--- src/rtl/alloc_pkg.sv ---
// Shared types for the three-phase allocation solver.
package alloc_pkg;
    // Controller sequencing states.
    typedef enum logic [1:0] {
        ST_IDLE  = 2'd0,
        ST_WALK  = 2'd1,
        ST_PIVOT = 2'd2
    } solve_state_t;
endpackage

--- src/rtl/alloc_phase_lane.sv ---
// One phase of the solver. Latches the sorted slots at load, performs the
// greedy fill one slot per cycle, then applies common-mode steps to the
// basic slot on request. Assumes the target is reachable within the
// phase's bounds and that lo <= 0 <= hi for every slot.
module alloc_phase_lane #(
    parameter int N  = 2,
    parameter int VW = 16,
    parameter int BW = 16,
    parameter int MW = 1
) (
    input  logic                             clk,
    input  logic                             rst_n,
    input  logic                             load,
    input  logic                             walk_en,
    input  logic [$clog2(2*N)-1:0]           walk_idx,
    input  logic                             shift_en,
    input  logic                             shift_up,
    input  logic signed [VW-1:0]             step,
    input  logic [2*N-1:0][BW-1:0]           in_bnf,
    input  logic [2*N-1:0][VW-1:0]           in_lo,
    input  logic [2*N-1:0][VW-1:0]           in_hi,
    input  logic [2*N-1:0][MW-1:0]           in_mod,
    input  logic [2*N-1:0]                   in_neg,
    input  logic [VW-1:0]                    target,
    output logic signed [BW-1:0]             basic_bnf,
    output logic signed [VW-1:0]             head_up,
    output logic signed [VW-1:0]             head_dn,
    output logic                             at_top,
    output logic                             at_bot,
    output logic [N-1:0][VW-1:0]             mod_pos,
    output logic [N-1:0][VW-1:0]             mod_neg
);
    localparam int SLOTS = 2 * N;
    localparam int PW    = $clog2(SLOTS);
    localparam int RW    = VW + PW + 1;

    logic signed [VW-1:0] val_q [SLOTS];
    logic signed [VW-1:0] lo_q  [SLOTS];
    logic signed [VW-1:0] hi_q  [SLOTS];
    logic signed [BW-1:0] bnf_q [SLOTS];
    logic [MW-1:0]        mod_q [SLOTS];
    logic                 neg_q [SLOTS];
    logic [PW-1:0]        ptr_q;
    logic                 found_q;
    logic signed [RW-1:0] rem_q;
    logic signed [RW-1:0] lo_sum;
    logic signed [RW-1:0] span_w;

    // Sum of the incoming lower bounds, used to seed the remainder.
    always_comb begin
        lo_sum = '0;
        for (int i = 0; i < SLOTS; i++) begin
            lo_sum = lo_sum + RW'($signed(in_lo[i]));
        end
    end

    // Span of the slot visited by the fill this cycle.
    assign span_w = RW'(hi_q[walk_idx]) - RW'(lo_q[walk_idx]);

    // Values the controller needs from the basic slot.
    assign basic_bnf = bnf_q[ptr_q];
    assign head_up   = hi_q[ptr_q] - val_q[ptr_q];
    assign head_dn   = val_q[ptr_q] - lo_q[ptr_q];
    assign at_top    = (ptr_q == PW'(SLOTS - 1));
    assign at_bot    = (ptr_q == '0);

    // Slot storage: load, greedy fill, then common-mode steps.
    always_ff @(posedge clk) begin
        if (!rst_n) begin
            for (int i = 0; i < SLOTS; i++) begin
                val_q[i] <= '0;
                lo_q[i]  <= '0;
                hi_q[i]  <= '0;
                bnf_q[i] <= '0;
                mod_q[i] <= '0;
                neg_q[i] <= 1'b0;
            end
            ptr_q   <= '0;
            found_q <= 1'b0;
            rem_q   <= '0;
        end else if (load) begin
            for (int i = 0; i < SLOTS; i++) begin
                val_q[i] <= $signed(in_lo[i]);
                lo_q[i]  <= $signed(in_lo[i]);
                hi_q[i]  <= $signed(in_hi[i]);
                bnf_q[i] <= $signed(in_bnf[i]);
                mod_q[i] <= in_mod[i];
                neg_q[i] <= in_neg[i];
            end
            rem_q   <= RW'($signed(target)) - lo_sum;
            ptr_q   <= '0;
            found_q <= 1'b0;
        end else if (walk_en && !found_q) begin
            if (rem_q < span_w) begin
                val_q[walk_idx] <= lo_q[walk_idx] + VW'(rem_q);
                found_q         <= 1'b1;
            end else begin
                val_q[walk_idx] <= hi_q[walk_idx];
                rem_q           <= rem_q - span_w;
            end
            ptr_q <= walk_idx;
        end else if (shift_en) begin
            if (shift_up) begin
                val_q[ptr_q] <= val_q[ptr_q] + step;
                if (head_up == step && !at_top) ptr_q <= ptr_q + PW'(1);
            end else begin
                val_q[ptr_q] <= val_q[ptr_q] - step;
                if (head_dn == step && !at_bot) ptr_q <= ptr_q - PW'(1);
            end
        end
    end

    // Route each slot value to its module's positive or negative output.
    always_comb begin
        for (int m = 0; m < N; m++) begin
            mod_pos[m] = '0;
            mod_neg[m] = '0;
            for (int i = 0; i < SLOTS; i++) begin
                if (mod_q[i] == MW'(m)) begin
                    if (neg_q[i]) mod_neg[m] = val_q[i];
                    else          mod_pos[m] = val_q[i];
                end
            end
        end
    end

    generate
        for (genvar g = 0; g < SLOTS; g++) begin : g_bound_chk
            assert_slot_bounds_R1: assert property (@(posedge clk) disable iff (!rst_n)
                shift_en |=> (val_q[g] >= lo_q[g] && val_q[g] <= hi_q[g]));
        end
    endgenerate

    assert_ptr_forward_R5: assert property (@(posedge clk) disable iff (!rst_n)
        (shift_en && shift_up) |=> (ptr_q >= $past(ptr_q)));

    assert_ptr_backward_R6: assert property (@(posedge clk) disable iff (!rst_n)
        (shift_en && !shift_up) |=> (ptr_q <= $past(ptr_q)));
endmodule

--- src/rtl/alloc_pivot_ctrl.sv ---
// Sequencer for the solver. Runs the 2N-cycle fill, then evaluates the
// basic-benefit sum once per cycle, chooses the step as the smallest
// headroom in the chosen direction, and stops on zero sum, sign change,
// a phase running out of slots, or the iteration budget.
module alloc_pivot_ctrl
    import alloc_pkg::*;
#(
    parameter int N   = 2,
    parameter int VW  = 16,
    parameter int BW  = 16
) (
    input  logic                          clk,
    input  logic                          rst_n,
    input  logic                          start,
    input  logic [2:0][BW-1:0]            bb,
    input  logic [2:0][VW-1:0]            hu,
    input  logic [2:0][VW-1:0]            hd,
    input  logic [2:0]                    at_top,
    input  logic [2:0]                    at_bot,
    output logic                          load,
    output logic                          walk_en,
    output logic [$clog2(2*N)-1:0]        walk_idx,
    output logic                          shift_en,
    output logic                          shift_up,
    output logic signed [VW-1:0]          step,
    output logic                          busy,
    output logic                          done,
    output logic                          err
);
    localparam int NPH     = 3;
    localparam int SLOTS   = 2 * N;
    localparam int PW      = $clog2(SLOTS);
    localparam int SW      = BW + 2;
    localparam int MAXIT   = 6 * N - 3;
    localparam int CW      = $clog2(MAXIT + 1);
    localparam int LAT_MAX = SLOTS + MAXIT + 1;
    localparam int LW      = $clog2(LAT_MAX + 2);

    solve_state_t         state_q;
    logic [PW-1:0]        widx_q;
    logic                 first_q;
    logic                 dir_q;
    logic [CW-1:0]        cnt_q;
    logic                 done_q;
    logic                 err_q;
    logic signed [SW-1:0] bsum;
    logic                 sum_pos;
    logic                 stop_sign;
    logic                 up_now;
    logic                 end_hit;
    logic                 pivoting;
    logic signed [VW-1:0] hsel [NPH];
    logic [LW-1:0]        lat_q;

    // Sum of the three basic benefits.
    always_comb begin
        bsum = '0;
        for (int k = 0; k < NPH; k++) begin
            bsum = bsum + SW'($signed(bb[k]));
        end
    end

    assign pivoting  = (state_q == ST_PIVOT);
    assign sum_pos   = (bsum > 0);
    assign stop_sign = (bsum == 0) || (!first_q && (sum_pos != dir_q));
    assign up_now    = first_q ? sum_pos : dir_q;

    // Headroom selection, smallest step and end-of-phase detection.
    always_comb begin
        for (int k = 0; k < NPH; k++) begin
            hsel[k] = up_now ? $signed(hu[k]) : $signed(hd[k]);
        end
        step = hsel[0];
        for (int k = 1; k < NPH; k++) begin
            if (hsel[k] < step) step = hsel[k];
        end
        end_hit = 1'b0;
        for (int k = 0; k < NPH; k++) begin
            if (hsel[k] == step && (up_now ? at_top[k] : at_bot[k])) end_hit = 1'b1;
        end
    end

    assign load     = (state_q == ST_IDLE) && start;
    assign walk_en  = (state_q == ST_WALK);
    assign walk_idx = widx_q;
    assign shift_en = pivoting && !stop_sign && (cnt_q != CW'(MAXIT));
    assign shift_up = up_now;
    assign busy     = (state_q != ST_IDLE);
    assign done     = done_q;
    assign err      = err_q;

    // Sequencing of fill, pivot loop and completion.
    always_ff @(posedge clk) begin
        if (!rst_n) begin
            state_q <= ST_IDLE;
            widx_q  <= '0;
            first_q <= 1'b1;
            dir_q   <= 1'b0;
            cnt_q   <= '0;
            done_q  <= 1'b0;
            err_q   <= 1'b0;
        end else begin
            done_q <= 1'b0;
            case (state_q)
                ST_IDLE: begin
                    if (start) begin
                        state_q <= ST_WALK;
                        widx_q  <= '0;
                        first_q <= 1'b1;
                        cnt_q   <= '0;
                        err_q   <= 1'b0;
                    end
                end
                ST_WALK: begin
                    widx_q <= widx_q + PW'(1);
                    if (widx_q == PW'(SLOTS - 1)) state_q <= ST_PIVOT;
                end
                ST_PIVOT: begin
                    if (stop_sign) begin
                        state_q <= ST_IDLE;
                        done_q  <= 1'b1;
                    end else if (cnt_q == CW'(MAXIT)) begin
                        state_q <= ST_IDLE;
                        done_q  <= 1'b1;
                        err_q   <= 1'b1;
                    end else begin
                        first_q <= 1'b0;
                        dir_q   <= up_now;
                        cnt_q   <= cnt_q + CW'(1);
                        if (end_hit) begin
                            state_q <= ST_IDLE;
                            done_q  <= 1'b1;
                        end
                    end
                end
                default: state_q <= ST_IDLE;
            endcase
        end
    end

    // Busy-cycle counter that supports the latency check.
    always_ff @(posedge clk) begin
        if (!rst_n)      lat_q <= '0;
        else if (load)   lat_q <= '0;
        else if (busy)   lat_q <= lat_q + LW'(1);
    end

    assert_done_pulse_R9: assert property (@(posedge clk) disable iff (!rst_n)
        done |=> !done);

    assert_latency_bound_R9: assert property (@(posedge clk) disable iff (!rst_n)
        busy |-> (lat_q <= LW'(LAT_MAX)));

    assert_raise_sign_R5: assert property (@(posedge clk) disable iff (!rst_n)
        (shift_en && shift_up) |-> (bsum > 0));

    assert_lower_sign_R6: assert property (@(posedge clk) disable iff (!rst_n)
        (shift_en && !shift_up) |-> (bsum < 0));

    assert_zero_sum_stop_R7: assert property (@(posedge clk) disable iff (!rst_n)
        (pivoting && bsum == 0) |=> (done && !busy));
endmodule

--- src/rtl/cm_alloc_solver.sv ---
// Top of the three-phase allocation solver: three phase lanes sharing one
// pivot controller. The lanes expose their basic slot's benefit and
// headrooms; the controller returns a common step for all three.
module cm_alloc_solver #(
    parameter int N  = 2,
    parameter int VW = 16,
    parameter int BW = 16,
    parameter int MW = (N > 1) ? $clog2(N) : 1
) (
    input  logic                         clk,
    input  logic                         rst_n,
    input  logic                         start,
    input  logic [3*2*N-1:0][BW-1:0]     slot_bnf,
    input  logic [3*2*N-1:0][VW-1:0]     slot_lo,
    input  logic [3*2*N-1:0][VW-1:0]     slot_hi,
    input  logic [3*2*N-1:0][MW-1:0]     slot_mod,
    input  logic [3*2*N-1:0]             slot_neg,
    input  logic [2:0][VW-1:0]           ph_target,
    output logic                         busy,
    output logic                         done,
    output logic                         err,
    output logic [3*N-1:0][VW-1:0]       dev_pos,
    output logic [3*N-1:0][VW-1:0]       dev_neg
);
    localparam int NPH   = 3;
    localparam int SLOTS = 2 * N;
    localparam int PW    = $clog2(SLOTS);

    logic                   load_w;
    logic                   walk_en_w;
    logic [PW-1:0]          walk_idx_w;
    logic                   shift_en_w;
    logic                   shift_up_w;
    logic signed [VW-1:0]   step_w;
    logic [NPH-1:0][BW-1:0] bb_w;
    logic [NPH-1:0][VW-1:0] hu_w;
    logic [NPH-1:0][VW-1:0] hd_w;
    logic [NPH-1:0]         top_w;
    logic [NPH-1:0]         bot_w;

    generate
        for (genvar k = 0; k < NPH; k++) begin : g_lane
            alloc_phase_lane #(.N(N), .VW(VW), .BW(BW), .MW(MW)) lane_i (
                .clk       (clk),
                .rst_n     (rst_n),
                .load      (load_w),
                .walk_en   (walk_en_w),
                .walk_idx  (walk_idx_w),
                .shift_en  (shift_en_w),
                .shift_up  (shift_up_w),
                .step      (step_w),
                .in_bnf    (slot_bnf[k*SLOTS +: SLOTS]),
                .in_lo     (slot_lo[k*SLOTS +: SLOTS]),
                .in_hi     (slot_hi[k*SLOTS +: SLOTS]),
                .in_mod    (slot_mod[k*SLOTS +: SLOTS]),
                .in_neg    (slot_neg[k*SLOTS +: SLOTS]),
                .target    (ph_target[k]),
                .basic_bnf (bb_w[k]),
                .head_up   (hu_w[k]),
                .head_dn   (hd_w[k]),
                .at_top    (top_w[k]),
                .at_bot    (bot_w[k]),
                .mod_pos   (dev_pos[k*N +: N]),
                .mod_neg   (dev_neg[k*N +: N])
            );
        end
    endgenerate

    alloc_pivot_ctrl #(.N(N), .VW(VW), .BW(BW)) ctrl_i (
        .clk      (clk),
        .rst_n    (rst_n),
        .start    (start),
        .bb       (bb_w),
        .hu       (hu_w),
        .hd       (hd_w),
        .at_top   (top_w),
        .at_bot   (bot_w),
        .load     (load_w),
        .walk_en  (walk_en_w),
        .walk_idx (walk_idx_w),
        .shift_en (shift_en_w),
        .shift_up (shift_up_w),
        .step     (step_w),
        .busy     (busy),
        .done     (done),
        .err      (err)
    );

    assert_busy_after_start_R9: assert property (@(posedge clk) disable iff (!rst_n)
        (start && !busy) |=> busy);
endmodule

--- config.mk ---
export PLATFORM = sky130hd
export DESIGN_NAME = cm_alloc_solver
export DESIGN_NICKNAME = d
export VERILOG_FILES = /design/src/rtl/alloc_pkg.sv /design/src/rtl/alloc_phase_lane.sv /design/src/rtl/alloc_pivot_ctrl.sv /design/src/rtl/cm_alloc_solver.sv
export SDC_FILE = /design/constraint.sdc
export NUM_CORES = 2
export LEC_CHECK = 0
export BUFFER_PORTS_ARGS = -buffer_cell sky130_fd_sc_hd__buf_2
export CAP_MARGIN = 20
export CORE_UTILIZATION = 53
export CTS_BUF_LIST = sky130_fd_sc_hd__clkbuf_8
export CTS_CLUSTER_DIAMETER = 150
export DETAILED_ROUTE_END_ITERATION = 16
export PLACE_DENSITY = 0.82
export SETUP_SLACK_MARGIN = 0.15
export SYNTH_ARGS = -nofsm -noshare
export SYNTH_HDL_FRONTEND = slang
export SYNTH_SLANG_ARGS = --single-unit
--- constraint.sdc ---
create_clock -name clk -period 23.8 [get_ports clk]
set_input_delay 3.57 -clock clk [delete_from_list [all_inputs] [get_ports clk]]
set_output_delay 3.57 -clock clk [all_outputs]
set_load 0.01 [all_outputs]
# [Yosys cells after proc, flatten, opt, wreduce, memory -nomap -nowiden]
# Memories as Yosys holds them, arrays and structs flattened. A register that Yosys moved wholly into a read port is not among the register bits.
# Cells that the tools add are included.
[totals] regBits=78 mem_bits_rw=792 in_bits=651 out_inout_bits=195 word_cells=604 n_memories=18
[memory_table] memory="g_lane[0].lane_i.bnf_q" depth=4 width=16 read_ports=1 rd_ports_with_merged_regs=1 wr=4 line_no="alloc_phase_lane.sv:40" text="logic signed [BW-1:0] bnf_q [SLOTS];"
[memory_table] memory="g_lane[0].lane_i.hi_q" depth=4 width=16 read_ports=2 rd_ports_with_merged_regs=2 wr=4 line_no="alloc_phase_lane.sv:39" text="logic signed [VW-1:0] hi_q [SLOTS];"
[memory_table] memory="g_lane[0].lane_i.lo_q" depth=4 width=16 read_ports=2 rd_ports_with_merged_regs=2 wr=4 line_no="alloc_phase_lane.sv:38" text="logic signed [VW-1:0] lo_q [SLOTS];"
[memory_table] memory="g_lane[0].lane_i.val_q" depth=4 width=16 read_ports=5 rd_ports_with_merged_regs=1 wr=4 line_no="alloc_phase_lane.sv:37" text="logic signed [VW-1:0] val_q [SLOTS];"
[memory_table] memory="g_lane[1].lane_i.bnf_q" depth=4 width=16 read_ports=1 rd_ports_with_merged_regs=1 wr=4 line_no="alloc_phase_lane.sv:40"
[memory_table] memory="g_lane[1].lane_i.hi_q" depth=4 width=16 read_ports=2 rd_ports_with_merged_regs=2 wr=4 line_no="alloc_phase_lane.sv:39"
[memory_table] memory="12 more memories"
[classes] add_sub_neg=43 magnitude_cmp=6 n_eq_ne=30 n_mux=343 n_bitwise=81 reduce_logical=67
[ops] op="2-to-1 mux 16 bit" count=155
[ops] op="2-to-1 mux 19 bit" count=9
[ops] op="equality test 16 bit" count=9
[ops] op="subtractor 16 bit" count=9
[ops] op="2-to-1 mux 2 bit" count=63
[ops] op="2-to-1 mux 1 bit" count=108
[ops] op="adder 16 bit" count=6
[ops] op="OR reduction 16 bit" count=6
[ops] op="bitwise OR 1 bit" count=78
[ops] op="adder 17 x 16 -> 18 bit" count=4
[ops] op="adder 16 x 16 -> 17 bit" count=4
[ops] op="adder 19 x 16 -> 19 bit" count=3
[ops] op="less-than comparator 19 bit" count=3
[ops] op="subtractor 16 x 19 -> 19 bit" count=3
[ops] op="subtractor 19 bit" count=3
[ops] op="subtractor 16 x 16 -> 17 bit" count=3
[ops] op="zero test 32 bit" count=1
[ops] op="less-than comparator 16 bit" count=2
[ops] op="greater-than comparator 18 x 1 -> 1 bit, second input constant" count=1
[ops] op="nonzero test 2 bit" count=9
[ops] op="logical AND 1 bit" count=16
[ops] op="AND reduction 2 bit" count=8
[ops] op="AND reduction 3 bit" count=5
[ops] op="2-to-1 mux 4 bit" count=3
[ops] op="23 further kinds" count=59

# [Depth between registers and ports, before layout]
[depth] ltp_word=18 depth_mapped=70 depth_no_buf=60

# [Modules after synthesis]
# A second synthesis with hierarchy kept.
[hier_totals] hier_cells=7835 hier_area_um2=76007.9
[modules_own_cells] module="alloc_phase_lane at g_lane[2].lane_i" instances=1 cells_per_inst=2334 area_each_um2=23296.1 seq_area_each_um2=8408.1
[modules_own_cells] module="alloc_phase_lane at g_lane[0].lane_i" instances=1 cells_per_inst=2311 area_each_um2=23064.6 seq_area_each_um2=8408.1
[modules_own_cells] module="alloc_phase_lane at g_lane[1].lane_i" instances=1 cells_per_inst=2236 area_each_um2=22899.5 seq_area_each_um2=8408.1
[modules_own_cells] module="alloc_pivot_ctrl" instances=1 cells_per_inst=954 area_each_um2=6747.7 seq_area_each_um2=240.2

# [Worst setup path after synthesis]
# OpenSTA, ideal clock, no wires.
[synth_timing] kind="input port to flip-flop" from="in start" to="reg g_lane[2].lane_i.rem_q[17]" setup_time_ps=782 arrival_ps=21277 required_ps=23018 slack_ps=1741 path_stages=5 path_buffers=1 cell_sequence="and2_0 -> nor2_1 -> clkinv_1 -> clkbuf_1 -> o221ai_1"
[synth_between] elab_chain_len=3 elab_cells_between_ends=5 classes_between="eq/ne: 1; mux: 1; reduce/logical: 3"
[synth_rtl] element="start, declared" line_no="cm_alloc_solver.sv:12" text="input logic start,"
[synth_rtl] element="logical AND 1 bit (*)" line_no="alloc_pivot_ctrl.sv:83" text="assign load = (state_q == ST_IDLE) && start;"
[synth_rtl] element="inequality test 2 x 1 -> 1 bit (no line) or nonzero test 2 bit (tied branches)"
[synth_rtl] element="AND reduction 2 bit (no line)"
[synth_rtl] element="end signal, assigned" line_no="alloc_phase_lane.sv:90" text="rem_q <= RW'($signed(target)) - lo_sum;"
[synth_rtl] element="end signal, assigned" line_no="alloc_phase_lane.sv:99" text="rem_q <= rem_q - span_w;"
[synth_rtl] element="end, declared" line_no="alloc_phase_lane.sv:45" text="logic signed [RW-1:0] rem_q;"
# Mark *: on every way between the ends. The rest lies on a longest branch, timed or not.
# A chain may end at the register's enable or synchronous reset.

==> flow_summary.html <==
<table>
<tr><th>Metric</th><th>Value</th></tr>
<tr><th colspan="2">Outcome</th></tr>
<tr><td>Run status</td><td>completed</td></tr>
<tr><th colspan="2">Clock tree</th></tr>
<tr><td>Cts bufs inserted</td><td>150</td></tr>
<tr><td>CTS hold repair buffers</td><td>0</td></tr>
<tr><td>Clk Latency, worst-skew pair</td><td>960 ps</td></tr>
<tr><td>TritonCTS clock tree</td><td>yes</td></tr>
<tr><td>Deepest clock path buffer count</td><td>3</td></tr>
<tr><td>Buffers inserted during post-CTS setup optimization</td><td>0</td></tr>
<tr><td>H-tree Lvls</td><td>4</td></tr>
<tr><td>Clock-pin slew on the worst setup and hold paths</td><td>70 ps</td></tr>
<tr><td>Number of gates given a new drive strength after cts</td><td>0</td></tr>
<tr><td>Master cell of the clock root buffer</td><td>clkbuf_8</td></tr>
<tr><td>Number of clock sinks</td><td>~880</td></tr>
<tr><th colspan="2">Floorplan</th></tr>
<tr><td>Chip width</td><td>around 370 um</td></tr>
<tr><td>Effective utilization at floorplan</td><td>between 50% and 60%</td></tr>
<tr><td>Die Y-Extent</td><td>between 300 and 400 um</td></tr>
<tr><td>Io pins</td><td>846</td></tr>
<tr><td>Die Outline Area</td><td>about 140000 sq um</td></tr>
<tr><td>Core ar.</td><td>approximately 130000 sq um</td></tr>
<tr><td>Number of cell rows</td><td>134</td></tr>
<tr><th colspan="2">Yosys</th></tr>
<tr><td>Number of register bits inferred by synthesis</td><td>878</td></tr>
<tr><td>Largest family of logic cells by synthesized area</td><td>compound AO/OA/AOI/OAI gates</td></tr>
<tr><td>Syn Inst Count</td><td>roughly 7300</td></tr>
<tr><td>Cell area after technology mapping</td><td>around 70000 sq um</td></tr>
<tr><td>Avg Inst Size Synth</td><td>between 9 and 10 sq um</td></tr>
<tr><td>Top cell type by total area after synthesis</td><td>edfxtp_1</td></tr>
<tr><td>Proportion of netlist area held by the largest area contributor</td><td>32.46%</td></tr>
<tr><td>Cell types with the largest area share after synthesis</td><td>edfxtp_1 (32%), mux4_2 (9.0%), ha_1 (7.7%), and3_1 (5.2%), xnor2_1 (4.4%)</td></tr>
<tr><td>Area fraction in compound gates after synthesis</td><td>between 10% and 20%</td></tr>
<tr><td>Distinct cell type count of the synthesized netlist</td><td>97</td></tr>
<tr><td>Async SR Flop Fraction</td><td>0%</td></tr>
<tr><td>Number of warnings issued by yosys</td><td>0</td></tr>
<tr><td>Post-synth net total</td><td>8539</td></tr>
<tr><td>Xor-xnor portion of the synthesized cell area</td><td>just over 6%</td></tr>
<tr><td>Proportion of synthesized area in mux cells</td><td>10.44%</td></tr>
<tr><td>Seq/Total Area, Yosys</td><td>between 30% and 40%</td></tr>
<tr><td>Post-synth EDFFs</td><td>777</td></tr>
<tr><td>Simple-Gate Fraction of Synth Area</td><td>a little over an eighth</td></tr>
<tr><td>Fraction of the mapped netlist area in adder cells</td><td>between 10% and 20%</td></tr>
<tr><td>Dominant synthesized flop cell</td><td>edfxtp_1</td></tr>
<tr><th colspan="2">Setup path</th></tr>
<tr><td>Sort of element at the end of the critical path</td><td>flip-flop</td></tr>
<tr><td>Worst-case register-to-register setup slack</td><td>approximately 6600 ps</td></tr>
<tr><td>Slowest cell on the critical path</td><td>dfxtp_4</td></tr>
<tr><td>Slowest stage delay, CP</td><td>around 850 ps</td></tr>
<tr><td>Critical path required time</td><td>24440 ps</td></tr>
<tr><td>Start-to-end type of the worst setup path</td><td>flip-flop to flip-flop</td></tr>
<tr><td>Data arrival, critical path</td><td>between 15000 and 20000 ps</td></tr>
<tr><td>Worst Path Max Fanout</td><td>56</td></tr>
<tr><td>Type of element launching the critical path</td><td>flip-flop</td></tr>
<tr><td>Most frequent cell on the critical path</td><td>a21o_1</td></tr>
<tr><th colspan="2">Placement</th></tr>
<tr><td>Gpl congestion</td><td>roughly 1.1</td></tr>
<tr><td>Detailed-placement wirelength estimate</td><td>~230000 um</td></tr>
<tr><td>Number of I/O port buffers</td><td>845</td></tr>
<tr><th colspan="2">Final layout</th></tr>
<tr><td># nets final</td><td>9240</td></tr>
<tr><td>Fraction of layout cells with a size suffix above 1</td><td>between 15 and 20%</td></tr>
<tr><td>Multi-input gate area in the final layout</td><td>approximately 43000 sq um</td></tr>
<tr><td>Layout area overhead</td><td>12.54%</td></tr>
<tr><td>Layout filler cell count</td><td>approximately 11000</td></tr>
<tr><td>Sequential cell area</td><td>25380 sq um</td></tr>
<tr><th colspan="2">Drt</th></tr>
<tr><td>Avg WL per Cell</td><td>29.80 um</td></tr>
<tr><td>Remaining DRCs</td><td>0</td></tr>
<tr><td>Vias per std cell</td><td>between 6 and 7</td></tr>
<tr><td>Total routed wirelength</td><td>295500 um</td></tr>
<tr><td>Overall via count from detail_route</td><td>65935</td></tr>
<tr><td>Length of the first detailed-routing pass in iterations</td><td>9</td></tr>
<tr><td>DR iter-0 viols</td><td>slightly below 10000</td></tr>
<tr><td>Antenna Nets Post-Route</td><td>0</td></tr>
<tr><th colspan="2">STA</th></tr>
<tr><td>Unrepaired setup endpoints after global routing</td><td>false</td></tr>
<tr><td>Max frequency</td><td>around 60 MHz</td></tr>
<tr><td>Relative slew slack</td><td>18.48%</td></tr>
<tr><td>Final hold violations</td><td>0</td></tr>
<tr><td>Final setup violation count</td><td>0</td></tr>
<tr><td>Setup TNS</td><td>0 ps</td></tr>
<tr><td>Setup skew after layout</td><td>41.45 ps</td></tr>
<tr><td>Minimum period implied by the final worst setup slack</td><td>approximately 17000 ps</td></tr>
<tr><td>Actual slew at the worst max-slew pin</td><td>between 1000 and 1500 ps</td></tr>
<tr><td>Portion of the clock cycle consumed by the worst path in the final layout</td><td>approximately 72%</td></tr>
<tr><td>Total count of max-transition violations in the final report</td><td>0</td></tr>
<tr><th colspan="2">Global route</th></tr>
<tr><td>Total global routing overflow</td><td>0</td></tr>
<tr><td>Wire length of the first global-routing pass</td><td>approximately 420000 um</td></tr>
<tr><td>Antenna violations before repair</td><td>44</td></tr>
<tr><td>Overall fraction of global-route tracks in use</td><td>42.03%</td></tr>
<tr><td>Pin count of the biggest net entering global routing</td><td>~150</td></tr>
<tr><td>Number of global-route vias before repair</td><td>between 60000 and 70000</td></tr>
<tr><th colspan="2">Hold path</th></tr>
<tr><td>Hold Path Class</td><td>flip-flop to flip-flop</td></tr>
<tr><th colspan="2">Flow run</th></tr>
<tr><td>Number of maximum-capacitance constraint violations</td><td>0</td></tr>
</table>
-- Yosys cell counts (162+ instances only) --
master and n:
a21o_1 162, and3_1 600, clkbuf_1 364, mux4_2 288, a22oi_1 202, inv_1 572
o21ai_0 520, a21oi_1 494, nand2_1 504, xnor2_1 358, nor2_1 422, ha_1 440
edfxtp_1 777
-- cell type report --
| cell class | instances | area share, % |
|---|---|---|
| Antenna cell | 21 | 0.06497 |
| Timing Repair Buffer | 990 | 6.692 |
| Clock inverter | 107 | 0.9065 |
| Tap cell | 1768 | 2.735 |
| Sequential cell | 878 | 31.38 |
| Inverter | 583 | 2.715 |
| Multi-Input combinational cell | 5406 | 52.73 |
| Clock buffer | 163 | 2.774 |
-- sequential cells by signal, indices dropped and copies added (netlist names), named ones only --
name                   flops
ctrl_i.cnt_q               4
ctrl_i.dir_q               1
ctrl_i.done                1
ctrl_i.err                 1
ctrl_i.first_q             1
ctrl_i.state_q             2
ctrl_i.walk_idx            2
g_lane.lane_i.bnf_q      192
g_lane.lane_i.found_q      3
g_lane.lane_i.hi_q       192
g_lane.lane_i.lo_q       192
g_lane.lane_i.mod_q       12
g_lane.lane_i.neg_q       12
g_lane.lane_i.ptr_q        6
g_lane.lane_i.rem_q       57
g_lane.lane_i.val_q      192
-- per-layer routing --
metal	routed length, um	global-route usage (%)	up-vias
li1	-	-	28381
met1	108200	53.88	31558
met2	126600	62.18	4867
met3	39010	13.22	1099
met4	21540	25.09	30
met5	205	0	-
-- critical path: cells and delay by family, from the launching register on --
family	cells	cell delay (ps)
buffers and inverters	8	2680
adders and majority gates	7	2440
muxes	4	2440
DFF	1	850
xor gates and xnor gates	4	650
AOI/OAI and AO/OA	25	4870
and+or+nand+nor	13	2780
-- per-stage QoR --
step	utilization [%]	hold WS [ps]	cell area, sq um	instances	setup slack, ps
CTS	60.26	461.3	80720	9890	7070
floorplan	-	428.0	71870	7308	1741
global placement	58.02	438.5	77730	9618	7495
finish	60.38	462.9	80880	9916	6643
detailed placement	58.03	444.0	77740	9620	7099
global route	60.36	495.1	80860	9906	5632
-- final timing paths --
kind,from,end,cells past startpoint
worst max-delay path,flip-flop,g_lane[1].lane_i.val_q[1][15],61
worst max register to register,flip-flop,g_lane[1].lane_i.val_q[1][15],61
worst min register to register,ctrl_i.dir_q,ctrl_i.dir_q,2
worst min-delay path,ctrl_i.dir_q,ctrl_i.dir_q,2
-- cells in the final DEF, fill, tap and decap left out, types with 26 or more instances in the layout --
master,synthesis,routed
a211oi_1,69,69
edfxtp_1,777,777
a21boi_0,39,39
mux2i_1,74,74
and3_1,600,600
o22ai_1,26,26
a22oi_1,202,202
a21o_1,162,162
nor3_1,83,82
o21bai_1,147,147
o211ai_1,34,34
buf_2,20,844
nand2b_1,57,57
clkinv_1,4,30
clkbuf_8,0,163
inv_1,572,614
mux4_2,288,288
nor2b_1,71,60
nand2_1,504,503
nand4_1,31,31
nand3_1,62,62
a21oi_1,494,494
dfxtp_1,101,93
xnor2_1,358,358
a31oi_1,28,28
o21a_1,56,56
fa_1,140,140
ha_1,440,440
buf_4,6,139
nor2_1,422,417
xor2_1,140,140
o21ai_0,520,519
-- cell families after synthesis --
logic type               count (synthesis)
buffers and inverters                 1024
multiplexers                           386
flip-flops                             878
AO/OA/AOI/OAI                         1974
AND/OR/NAND/NOR                       1964
XOR/XNOR                               500
adder cells (fa/ha/maj)                582
Power is left out: the tool's default activity adds up to more than one toggle a clock period on the data nets, which glitch-free logic cannot reach.
